<file path="config.mk">
export PLATFORM = sky130hd
export DESIGN_NAME = busclk_gate_ctrl
export DESIGN_NICKNAME = d
export VERILOG_FILES = /design/src/rtl/busclk_pkg.sv /design/src/rtl/busclk_regs.sv /design/src/rtl/busclk_divider.sv /design/src/rtl/busclk_gate.sv /design/src/rtl/busclk_gate_ctrl.sv
export SDC_FILE = /design/constraint.sdc
export NUM_CORES = 1
export LEC_CHECK = 0
export BUFFER_PORTS_ARGS = -buffer_cell sky130_fd_sc_hd__buf_2
export CORE_AREA = 3 3 84 62
export DETAILED_ROUTE_END_ITERATION = 10
export DIE_AREA = 0 0 87 65
export PLACE_DENSITY_LB_ADDON = 0.2
export SLEW_MARGIN = 10
export SYNTH_ARGS = -nofsm -noshare
export SYNTH_HDL_FRONTEND = slang
export SYNTH_SLANG_ARGS = --single-unit
</file>
<file path="constraint.sdc">
create_clock -name clk_sys -period 5.4 [get_ports clk_sys]
set_input_delay 0.54 -clock clk_sys [delete_from_list [all_inputs] [get_ports clk_sys]]
set_output_delay 0.54 -clock clk_sys [all_outputs]
set_load 0.05 [all_outputs]
</file>
<file path="src/rtl/busclk_pkg.sv">
// Package: shared constants of the bus clock divider and gating controller.
// Assumes byte offsets on a 4-bit address and 16-bit register data.
package busclk_pkg;
    localparam int BC_DATA_W = 16;
    localparam int BC_ADDR_W = 4;
    localparam int BC_CODE_W = 3;

    localparam logic [BC_ADDR_W-1:0] OFS_CTRL = 4'h4;
    localparam logic [BC_ADDR_W-1:0] OFS_RUN  = 4'h8;
    localparam logic [BC_ADDR_W-1:0] OFS_PD   = 4'hC;

    // Device enable bits that are wired to a device; all others are reserved.
    localparam logic [BC_DATA_W-1:0] DEV_USED_MASK = 16'h1F81;

    // Control register fields.
    typedef struct packed {
        logic                 fast;
        logic [BC_CODE_W-1:0] code;
    } ctrl_t;

    localparam ctrl_t CTRL_RST = '{fast: 1'b1, code: '0};
endpackage

</file>
<file path="src/rtl/busclk_regs.sv">
// Module: register file holding the control word and the two mask registers.
// Assumes a single-cycle write strobe; reads are combinational on the address.
// Emits a one-cycle strobe when the control word is written.
module busclk_regs
    import busclk_pkg::*;
#(
    parameter int DATA_W = BC_DATA_W,
    parameter int ADDR_W = BC_ADDR_W,
    parameter int CODE_W = BC_CODE_W
) (
    input  logic              clk_sys,
    input  logic              rst_n,
    input  logic              reg_wr,
    input  logic [ADDR_W-1:0] reg_addr,
    input  logic [DATA_W-1:0] reg_wdata,
    output logic [DATA_W-1:0] reg_rdata,
    output logic [CODE_W-1:0] prog_code,
    output logic              ctrl_wr,
    output logic              fast_mode,
    output logic [DATA_W-1:0] run_mask,
    output logic [DATA_W-1:0] pd_mask
);
    localparam int CTRL_W = CODE_W + 1;

    logic [CODE_W-1:0] code_q;
    logic              fast_q;
    logic [DATA_W-1:0] run_q;
    logic [DATA_W-1:0] pd_q;
    logic              hit_ctrl, hit_run, hit_pd;

    // Decode which register the current offset addresses.
    always_comb begin
        hit_ctrl = (reg_addr == ADDR_W'(OFS_CTRL));
        hit_run  = (reg_addr == ADDR_W'(OFS_RUN));
        hit_pd   = (reg_addr == ADDR_W'(OFS_PD));
    end

    // Register writes and reset values.
    always_ff @(posedge clk_sys) begin
        if (!rst_n) begin
            code_q <= '0;
            fast_q <= 1'b1;
            run_q  <= '1;
            pd_q   <= '1;
        end else if (reg_wr) begin
            if (hit_ctrl) begin
                code_q <= reg_wdata[CODE_W-1:0];
                fast_q <= reg_wdata[CODE_W];
            end
            if (hit_run) run_q <= reg_wdata;
            if (hit_pd)  pd_q  <= reg_wdata;
        end
    end

    // Read multiplexer; unmapped offsets return zero.
    always_comb begin
        reg_rdata = '0;
        if (hit_ctrl)     reg_rdata = DATA_W'({fast_q, code_q});
        else if (hit_run) reg_rdata = run_q;
        else if (hit_pd)  reg_rdata = pd_q;
    end

    assign prog_code = code_q;
    assign fast_mode = fast_q;
    assign run_mask  = run_q;
    assign pd_mask   = pd_q;
    assign ctrl_wr   = reg_wr && hit_ctrl;


    unmapped_wr_chk: assert property (@(posedge clk_sys) disable iff (!rst_n)
        (reg_wr && !hit_ctrl && !hit_run && !hit_pd) |=>
            ($stable(run_q) && $stable(pd_q) && $stable(code_q) && $stable(fast_q)));


    code_readback_chk: assert property (@(posedge clk_sys) disable iff (!rst_n)
        (reg_wr && hit_ctrl) |=> (code_q == $past(reg_wdata[CODE_W-1:0])));

    localparam int UNUSED_W = CTRL_W;
    logic [UNUSED_W-1:0] unused_w;
    assign unused_w = '0;
endmodule

</file>
<file path="src/rtl/busclk_divider.sv">
// Module: power-of-two bus clock divider with a deferred code update.
// Codes 0..(2^CODE_W-2) divide by 2^(code+1); the all-ones code bypasses.
// A written code waits until bus_idle is high. At that edge the counter
// restarts from zero, so the first new period is whole.
module busclk_divider #(
    parameter int CODE_W = 3
) (
    input  logic              clk_sys,
    input  logic              rst_n,
    input  logic [CODE_W-1:0] prog_code,
    input  logic              ctrl_wr,
    input  logic              bus_idle,
    input  logic              fast_mode,
    output logic              bclk_en
);
    localparam int                NUM_CODES = 1 << CODE_W;
    localparam int                CNT_W     = NUM_CODES - 1;
    localparam logic [CODE_W-1:0] BYPASS    = CODE_W'(NUM_CODES - 1);

    logic [CODE_W-1:0] active_q;
    logic              pend_q;
    logic [CNT_W-1:0]  cnt_q;
    logic [CNT_W:0]    period;
    logic [CNT_W-1:0]  limit;
    logic              apply;
    logic              wrap;

    // Terminal count for the applied code: period minus one.
    always_comb begin
        period = (CNT_W+1)'(1) << (int'(active_q) + 1);
        limit  = period[CNT_W-1:0] - CNT_W'(1);
        wrap   = (cnt_q == limit);
        apply  = pend_q && bus_idle;
    end

    // Pending flag and the applied divider code.
    always_ff @(posedge clk_sys) begin
        if (!rst_n) begin
            active_q <= '0;
            pend_q   <= 1'b0;
        end else begin
            if (apply) active_q <= prog_code;
            if (ctrl_wr)    pend_q <= 1'b1;
            else if (apply) pend_q <= 1'b0;
        end
    end

    // Free-running period counter, restarted when a new code is applied.
    always_ff @(posedge clk_sys) begin
        if (!rst_n)     cnt_q <= '0;
        else if (apply) cnt_q <= '0;
        else if (wrap)  cnt_q <= '0;
        else            cnt_q <= cnt_q + CNT_W'(1);
    end

    // Strobe: every cycle in standard mode or bypass, else at terminal count.
    always_comb begin
        bclk_en = !fast_mode || (active_q == BYPASS) || wrap;
    end


    hold_pending_chk: assert property (@(posedge clk_sys) disable iff (!rst_n)
        (pend_q && !bus_idle) |=> ($stable(active_q) && pend_q));


    restart_on_apply_chk: assert property (@(posedge clk_sys) disable iff (!rst_n)
        (apply && !ctrl_wr) |=> (cnt_q == '0 && !pend_q && active_q == $past(prog_code)));


    cnt_in_range_chk: assert property (@(posedge clk_sys) disable iff (!rst_n)
        (active_q != BYPASS) |-> (cnt_q <= limit));
endmodule

</file>
<file path="src/rtl/busclk_gate.sv">
// Module: selects the run or power-down mask and clears reserved bits.
// Assumes pwr_down is synchronous to clk_sys; the output is combinational.
module busclk_gate
    import busclk_pkg::*;
#(
    parameter int                 DATA_W   = BC_DATA_W,
    parameter logic [DATA_W-1:0]  USED_MSK = DEV_USED_MASK
) (
    input  logic              clk_sys,
    input  logic              rst_n,
    input  logic              pwr_down,
    input  logic [DATA_W-1:0] run_mask,
    input  logic [DATA_W-1:0] pd_mask,
    output logic [DATA_W-1:0] dev_clk_en
);
    logic [DATA_W-1:0] sel_mask;

    // Pick the mask for the power state.
    always_comb begin
        sel_mask = pwr_down ? pd_mask : run_mask;
    end

    // Per bit: wired device bits follow the mask, reserved bits are tied low.
    for (genvar b = 0; b < DATA_W; b++) begin : g_bit
        if (USED_MSK[b]) begin : g_used
            assign dev_clk_en[b] = sel_mask[b];
        end else begin : g_rsvd
            assign dev_clk_en[b] = 1'b0;
        end
    end


    rsvd_low_chk: assert property (@(posedge clk_sys) disable iff (!rst_n)
        (dev_clk_en & ~USED_MSK) == '0);


    run_hold_chk: assert property (@(posedge clk_sys) disable iff (!rst_n)
        (!pwr_down && $past(!pwr_down) && $stable(run_mask)) |-> $stable(dev_clk_en));
endmodule

</file>
<file path="src/rtl/busclk_gate_ctrl.sv">
// Module: top of the bus clock divider and gating controller.
// Wires the register file, the deferred divider and the mask selector.
// Assumes all inputs are synchronous to clk_sys and the reset is active low.
module busclk_gate_ctrl
    import busclk_pkg::*;
#(
    parameter int DATA_W = BC_DATA_W,
    parameter int ADDR_W = BC_ADDR_W,
    parameter int CODE_W = BC_CODE_W
) (
    input  logic              clk_sys,
    input  logic              rst_n,
    input  logic              reg_wr,
    input  logic [ADDR_W-1:0] reg_addr,
    input  logic [DATA_W-1:0] reg_wdata,
    output logic [DATA_W-1:0] reg_rdata,
    input  logic              bus_idle,
    input  logic              pwr_down,
    output logic              bclk_en,
    output logic              fast_bus,
    output logic [DATA_W-1:0] dev_clk_en
);
    logic [CODE_W-1:0] prog_code;
    logic              ctrl_wr;
    logic              fast_mode;
    logic [DATA_W-1:0] run_mask;
    logic [DATA_W-1:0] pd_mask;

    busclk_regs #(.DATA_W(DATA_W), .ADDR_W(ADDR_W), .CODE_W(CODE_W)) regs_i (
        .clk_sys   (clk_sys),
        .rst_n     (rst_n),
        .reg_wr    (reg_wr),
        .reg_addr  (reg_addr),
        .reg_wdata (reg_wdata),
        .reg_rdata (reg_rdata),
        .prog_code (prog_code),
        .ctrl_wr   (ctrl_wr),
        .fast_mode (fast_mode),
        .run_mask  (run_mask),
        .pd_mask   (pd_mask)
    );

    busclk_divider #(.CODE_W(CODE_W)) div_i (
        .clk_sys   (clk_sys),
        .rst_n     (rst_n),
        .prog_code (prog_code),
        .ctrl_wr   (ctrl_wr),
        .bus_idle  (bus_idle),
        .fast_mode (fast_mode),
        .bclk_en   (bclk_en)
    );

    busclk_gate #(.DATA_W(DATA_W), .USED_MSK(DATA_W'(DEV_USED_MASK))) gate_i (
        .clk_sys    (clk_sys),
        .rst_n      (rst_n),
        .pwr_down   (pwr_down),
        .run_mask   (run_mask),
        .pd_mask    (pd_mask),
        .dev_clk_en (dev_clk_en)
    );

    assign fast_bus = fast_mode;


    mode_immediate_chk: assert property (@(posedge clk_sys) disable iff (!rst_n)
        (reg_wr && reg_addr == ADDR_W'(OFS_CTRL)) |=> (fast_bus == $past(reg_wdata[CODE_W])));


    std_mode_strobe_chk: assert property (@(posedge clk_sys) disable iff (!rst_n)
        !fast_bus |-> bclk_en);
endmodule

</file>
-- Yosys cells after proc, flatten, opt, wreduce, memory -nomap -nowiden
Index checks and enable logic that the tools add are counted.
- shift operators: 1
- eq/ne operators: 5
- multiplexer cells: 6
- reduce and logical (&&, ||, !) cells: 10
- add/subtract/negate cells: 3
- bitwise logic cells: 1
- operators with widths (operator ; number):
    2-to-1 mux 16 bit ; 3
    left shift 1 x 32 -> 7 bit, first input constant ; 1
    2-to-1 mux 13 bit ; 1
    == test 4 bit, second input constant ; 2
    adder 7 x 1 -> 7 bit, second input constant ; 1
    == test 7 bit ; 1
    subtractor 7 x 1 -> 7 bit, second input constant ; 1
    AND reduction 2 bit ; 3
    adder 3 x 1 -> 4 bit, second input constant ; 1
    == test 4 x 3 -> 1 bit, second input constant ; 1
    == test 3 bit, second input constant ; 1
    OR reduction 3 bit ; 1
    logical AND 1 bit ; 2
    logical OR 1 bit ; 2
    2-to-1 mux 1 bit ; 2
    nonzero test 2 bit ; 1
    logical NOT 1 bit ; 1
    NOT 1 bit ; 1
- register bits after elaboration: 47

-- Longest topological paths before layout
- depth after elaboration: 5
- mapped depth: 12
- gate-level depth less buffers: 9

-- Cells and area by module
Synthesis repeated with hierarchy kept, for this count alone.
- cells, all modules: 294
- area total of the unflattened synthesis: 2667.6 um^2
- modules (own cells, without submodules) (module ; times used ; sequential area each (um^2) ; area an instance (um^2) ; cells each):
    busclk_regs ; 1 ; 720.7 ; 1742.9 ; 192
    busclk_divider ; 1 ; 220.2 ; 737.0 ; 84
    busclk_gate ; 1 ; 0.0 ; 187.7 ; 18

-- Worst setup path before layout
No wires, ideal clock.
- path kind: flip-flop to output port
- start point: reg div_i.active_q[0]
- end point: out bclk_en
- data required time: 4.860 ns
- path slack: 2.210 ns
- stages on the path, launching flop included: 12
- arrival: 2.650 ns
- path through: dfxtp_1 -> buf_4 -> and2_4 -> ha_1 -> buf_6 -> buf_12 -> nor2_1 -> nand2_1 -> ha_1 -> a2111o_1 -> a32oi_2 -> a211o_1
- longest elaborated chain between the ends: 5
- ends and longest elaborated chain (what ; RTL line ; source):
    start, declared ; busclk_divider.sv:20 ; logic [CODE_W-1:0] active_q;
    start signal, assigned ; busclk_divider.sv:42 ; if (apply) active_q <= prog_code;
    adder 3 x 1 -> 4 bit ; busclk_divider.sv:30 ; period = (CNT_W+1)'(1) << (int'(active_q) + 1);
    left shift 1 x 32 -> 7 bit ; busclk_divider.sv:30 ;
    subtractor 7 x 1 -> 7 bit ; busclk_divider.sv:31 ; limit = period[CNT_W-1:0] - CNT_W'(1);
    == test 7 bit ; busclk_divider.sv:32 ; wrap = (cnt_q == limit);
    logical OR 1 bit (*) ; busclk_divider.sv:58 ; bclk_en = !fast_mode || (active_q == BYPASS) || wrap;
    end, declared ; busclk_gate_ctrl.sv:19 ; output logic bclk_en,
Mark *: on every way between the ends. The rest lies on a longest branch, timed or not.

-- Worst setup path in the final report
Same ends and word-level chain as after synthesis.

==> flow_metrics.py <==
metrics = {
    "yosys": {
        "ys_seq_area_share_pct": 36.5,
        "synth_cell_types": 48,
        "synth_top_area_share_pct": 36.5,
        "ys_async_sr_fraction_pct": 0,
        "netlist_area_um2": 2570,
        "ys_ff_latch": 47,
        "synth.most_common_cell": "nand2_1",
        "avgSynthCellArea_um2": 7.76,
        "synth_area_leader_cell": "dfxtp_1",
        "yosys_warnings": 0,
        "synth_edf_count": 0,
        "ys.flop_type": "dfxtp_1",
        "synth_common_cells": "83 x nand2_1, 47 x dfxtp_1, 39 x nand3_1",
        "netlist_instances": 332,
        "yosys-top-cells-area": "dfxtp_1 37%, nand2_1 12%, nand3_1 7.6%",
    },
    "floorplan": {
        "rows": 20,
        "ioPinCount": 59,
        "die_h_um": 65,
        "start_util_pct": 58.8,
        "dieArea_um2": 5660,
        "core_um2": 4380,
        "die_w_um": 87,
    },
    "sta": {
        "final_max_slew_viol_count": 0,
        "fmax_ghz": 0.252,
        "fin_crit_sh_pct": 73.6,
        "hold_violations": 0,
        "maxSlewHeadroom_pct": 32.1,
        "setup-violations-final": 0,
        "tns_ns": 0,
        "grt_setup_unrepaired": "no",
        "period_needed_ns": 3.97,
        "max_slew.worst_pin.slew_ns": 1.01,
        "clock_skew_ns": 0.00476,
    },
    "placement": {
        "placed_area_um2": 2730,
        "dpl.hpwl_mm": 4.05,
        "portBuffers": 49,
        "place.gp.congestion": 0.874,
    },
    "global_routing": {
        "overflow": 0,
        "met1_usage_pct": 32.7,
        "grt_pass1_wl_mm": 9.70,
        "met2_usage_pct": 29.6,
        "grt_max_degree": 43,
        "busiest_layer": "met1",
        "use_met3_pct": 4.70,
        "grt_usage_pct": 21.5,
        "antenna_found_initial": 0,
        "grt_pass1_vias": 2054,
    },
    "finish": {
        "num-fill-cells": 392,
        "n_antenna_cell": 0,
        "final_area_um2": 2830,
        "multi_input_area_um2": 1430,
        "final_net_count": 392,
        "area_growth_pct": 9.86,
        "drive_above_1_share_pct": 20.8,
        "register_area_um2": 941,
    },
    "clock_tree": {
        "cts_max_path_buffers": 2,
        "cts_resized": 0,
        "htreeDepth": 2,
        "postCtsSetupBuffers": 0,
        "ctsHoldBuffers": 0,
        "cts_buffers": 5,
        "cts_tree": "built",
        "worstSkewPairLatency_ns": 0.30,
        "cts_sinks": 47,
        "clk_pin_slew_worst_paths_ns": 0.09,
        "cts-root-buf": "clkbuf_8",
    },
    "setup_path": {
        "crit_required_ns": 4.86,
        "r2r-start": "div_i.active_q[0]$_SDFFE_PN0P_",
        "startpoint": "div_i.active_q[0]$_SDFFE_PN0P_",
        "path_max_fanout": 19,
        "critical_path_class": "reg -> out",
        "arrival_ns": 3.43,
        "startpoint_type": "register",
        "crit_path_end_kind": "output pin",
    },
    "flow_run": {
        "drv_cap": 0,
    },
    "routing": {
        "dr_total_vias": 2380,
        "drt_iter0_drc": 191,
        "wl_per_cell_um": 13.9,
        "firstDrtPassIters": 5,
        "via_per_inst": 5.67,
        "drc_errors": 0,
        "routed_wl_mm": 5.86,
        "ant_nets": 0,
    },
    "power": {
        "powerDensity_nw_per_um2": 256,
        "total_power_w": 0.000724,
        "leakage_nw": 1.26,
        "max-vdd-ir-drop_mv": 0.154,
    },
    "outcome": {
        "outcome": "completed",
    },
    "worst_hold_path": {
        "hold_path_class": "in -> reg",
        "min_from": "reg_wdata[7]",
    },
}
[worst paths after layout]
| path | to | slack [ns] | cells after the start |
|---|---|---|---|
| setup / recovery | bclk_en | 1.43 | 9 |
| hold / removal | regs_i.pd_mask[7]$_SDFFE_PN1P_ | 0.46 | 3 |
| setup reg to reg | div_i.cnt_q[3]$_SDFF_PP0_ | 2.42 | 8 |
| hold reg to reg | regs_i.pd_mask[2]$_SDFFE_PN1P_ | 0.47 | 2 |
[placed cells by master, fill, tap and decap left out, types with 4 or more instances in the layout]
master / count
a211oi_1: 7
a21oi_1: 7
a22oi_1: 13
buf_2: 49
clkbuf_8: 7
conb_1: 9
dfxtp_1: 47
inv_1: 8
mux2_2: 7
mux2i_1: 6
nand2_1: 83
nand3_1: 39
nor2_1: 22
nor2b_1: 4
o211ai_1: 4
o21ai_0: 7
xnor2_1: 6
[power breakdown]
part           leakage (nW)  switching (W)  internal, W
clock                0.0505       0.000115     0.000116
sequential            0.382     0.00000847     0.000355
combinational         0.832      0.0000930    0.0000361
[state kept, by name (all words and copies together) (netlist names)]
register,cells
regs_i.pd_mask,16
div_i.pend_q,1
div_i.active_q,3
regs_i.prog_code,3
regs_i.run_mask,16
div_i.cnt_q,7
regs_i.fast_mode,1
[area by class of cell]
type                    instances  area share (%)
clock buffers                   7            3.41
repair buffers                 50            8.93
multi-input cells             252            50.6
flip-flops and latches         47            33.3
well taps                      55            2.43
inverters                       8            1.06
clock inverters                 1           0.265
[critical path, stage by stage, from the launching register on]
cell      delay, ns
dfxtp_1        0.60
and2_4         0.24
ha_1           0.44
nor2_1         0.27
nand2_1        0.09
ha_1           0.27
a2111o_1       0.38
a32oi_2        0.38
a211o_1        0.19
buf_2          0.25
[metal layers]
layer / share of wire, % / vias to the layer above / wire length [µm]
met5: 0 / - / 0
met4: 1.2 / 0 / 72
met3: 9.5 / 7 / 558
met2: 41 / 121 / 2390
met1: 48 / 1077 / 2840
li1: - / 1175 / -
[kinds of logic after synthesis]
group | count (synthesis) | share of synthesized area, %
adders and majority gates | 3 | 1.46
xor gates and xnor gates | 7 | 2.38
and+or+nand+nor | 166 | 29.6
muxes | 13 | 5.39
other | 1 | 0.146
DFF | 47 | 36.5
buffers and inverters | 41 | 9.18
AOI/OAI and AO/OA | 54 | 15.3
[stage by stage]
stage | worst slack [ns] | std cells | hold WS [ns] | util [%]
finish | 1.43 | 420 | 0.461 | 64.6
global placement | 1.91 | 412 | 0.446 | 62.2
CTS | 1.45 | 420 | 0.454 | 64.6
detailed placement | 1.79 | 412 | 0.450 | 62.2
global route | 1.18 | 420 | 0.463 | 64.6
floorplan | 2.21 | 340 | 0.435 | -
(Power assumes the default switching activity.)
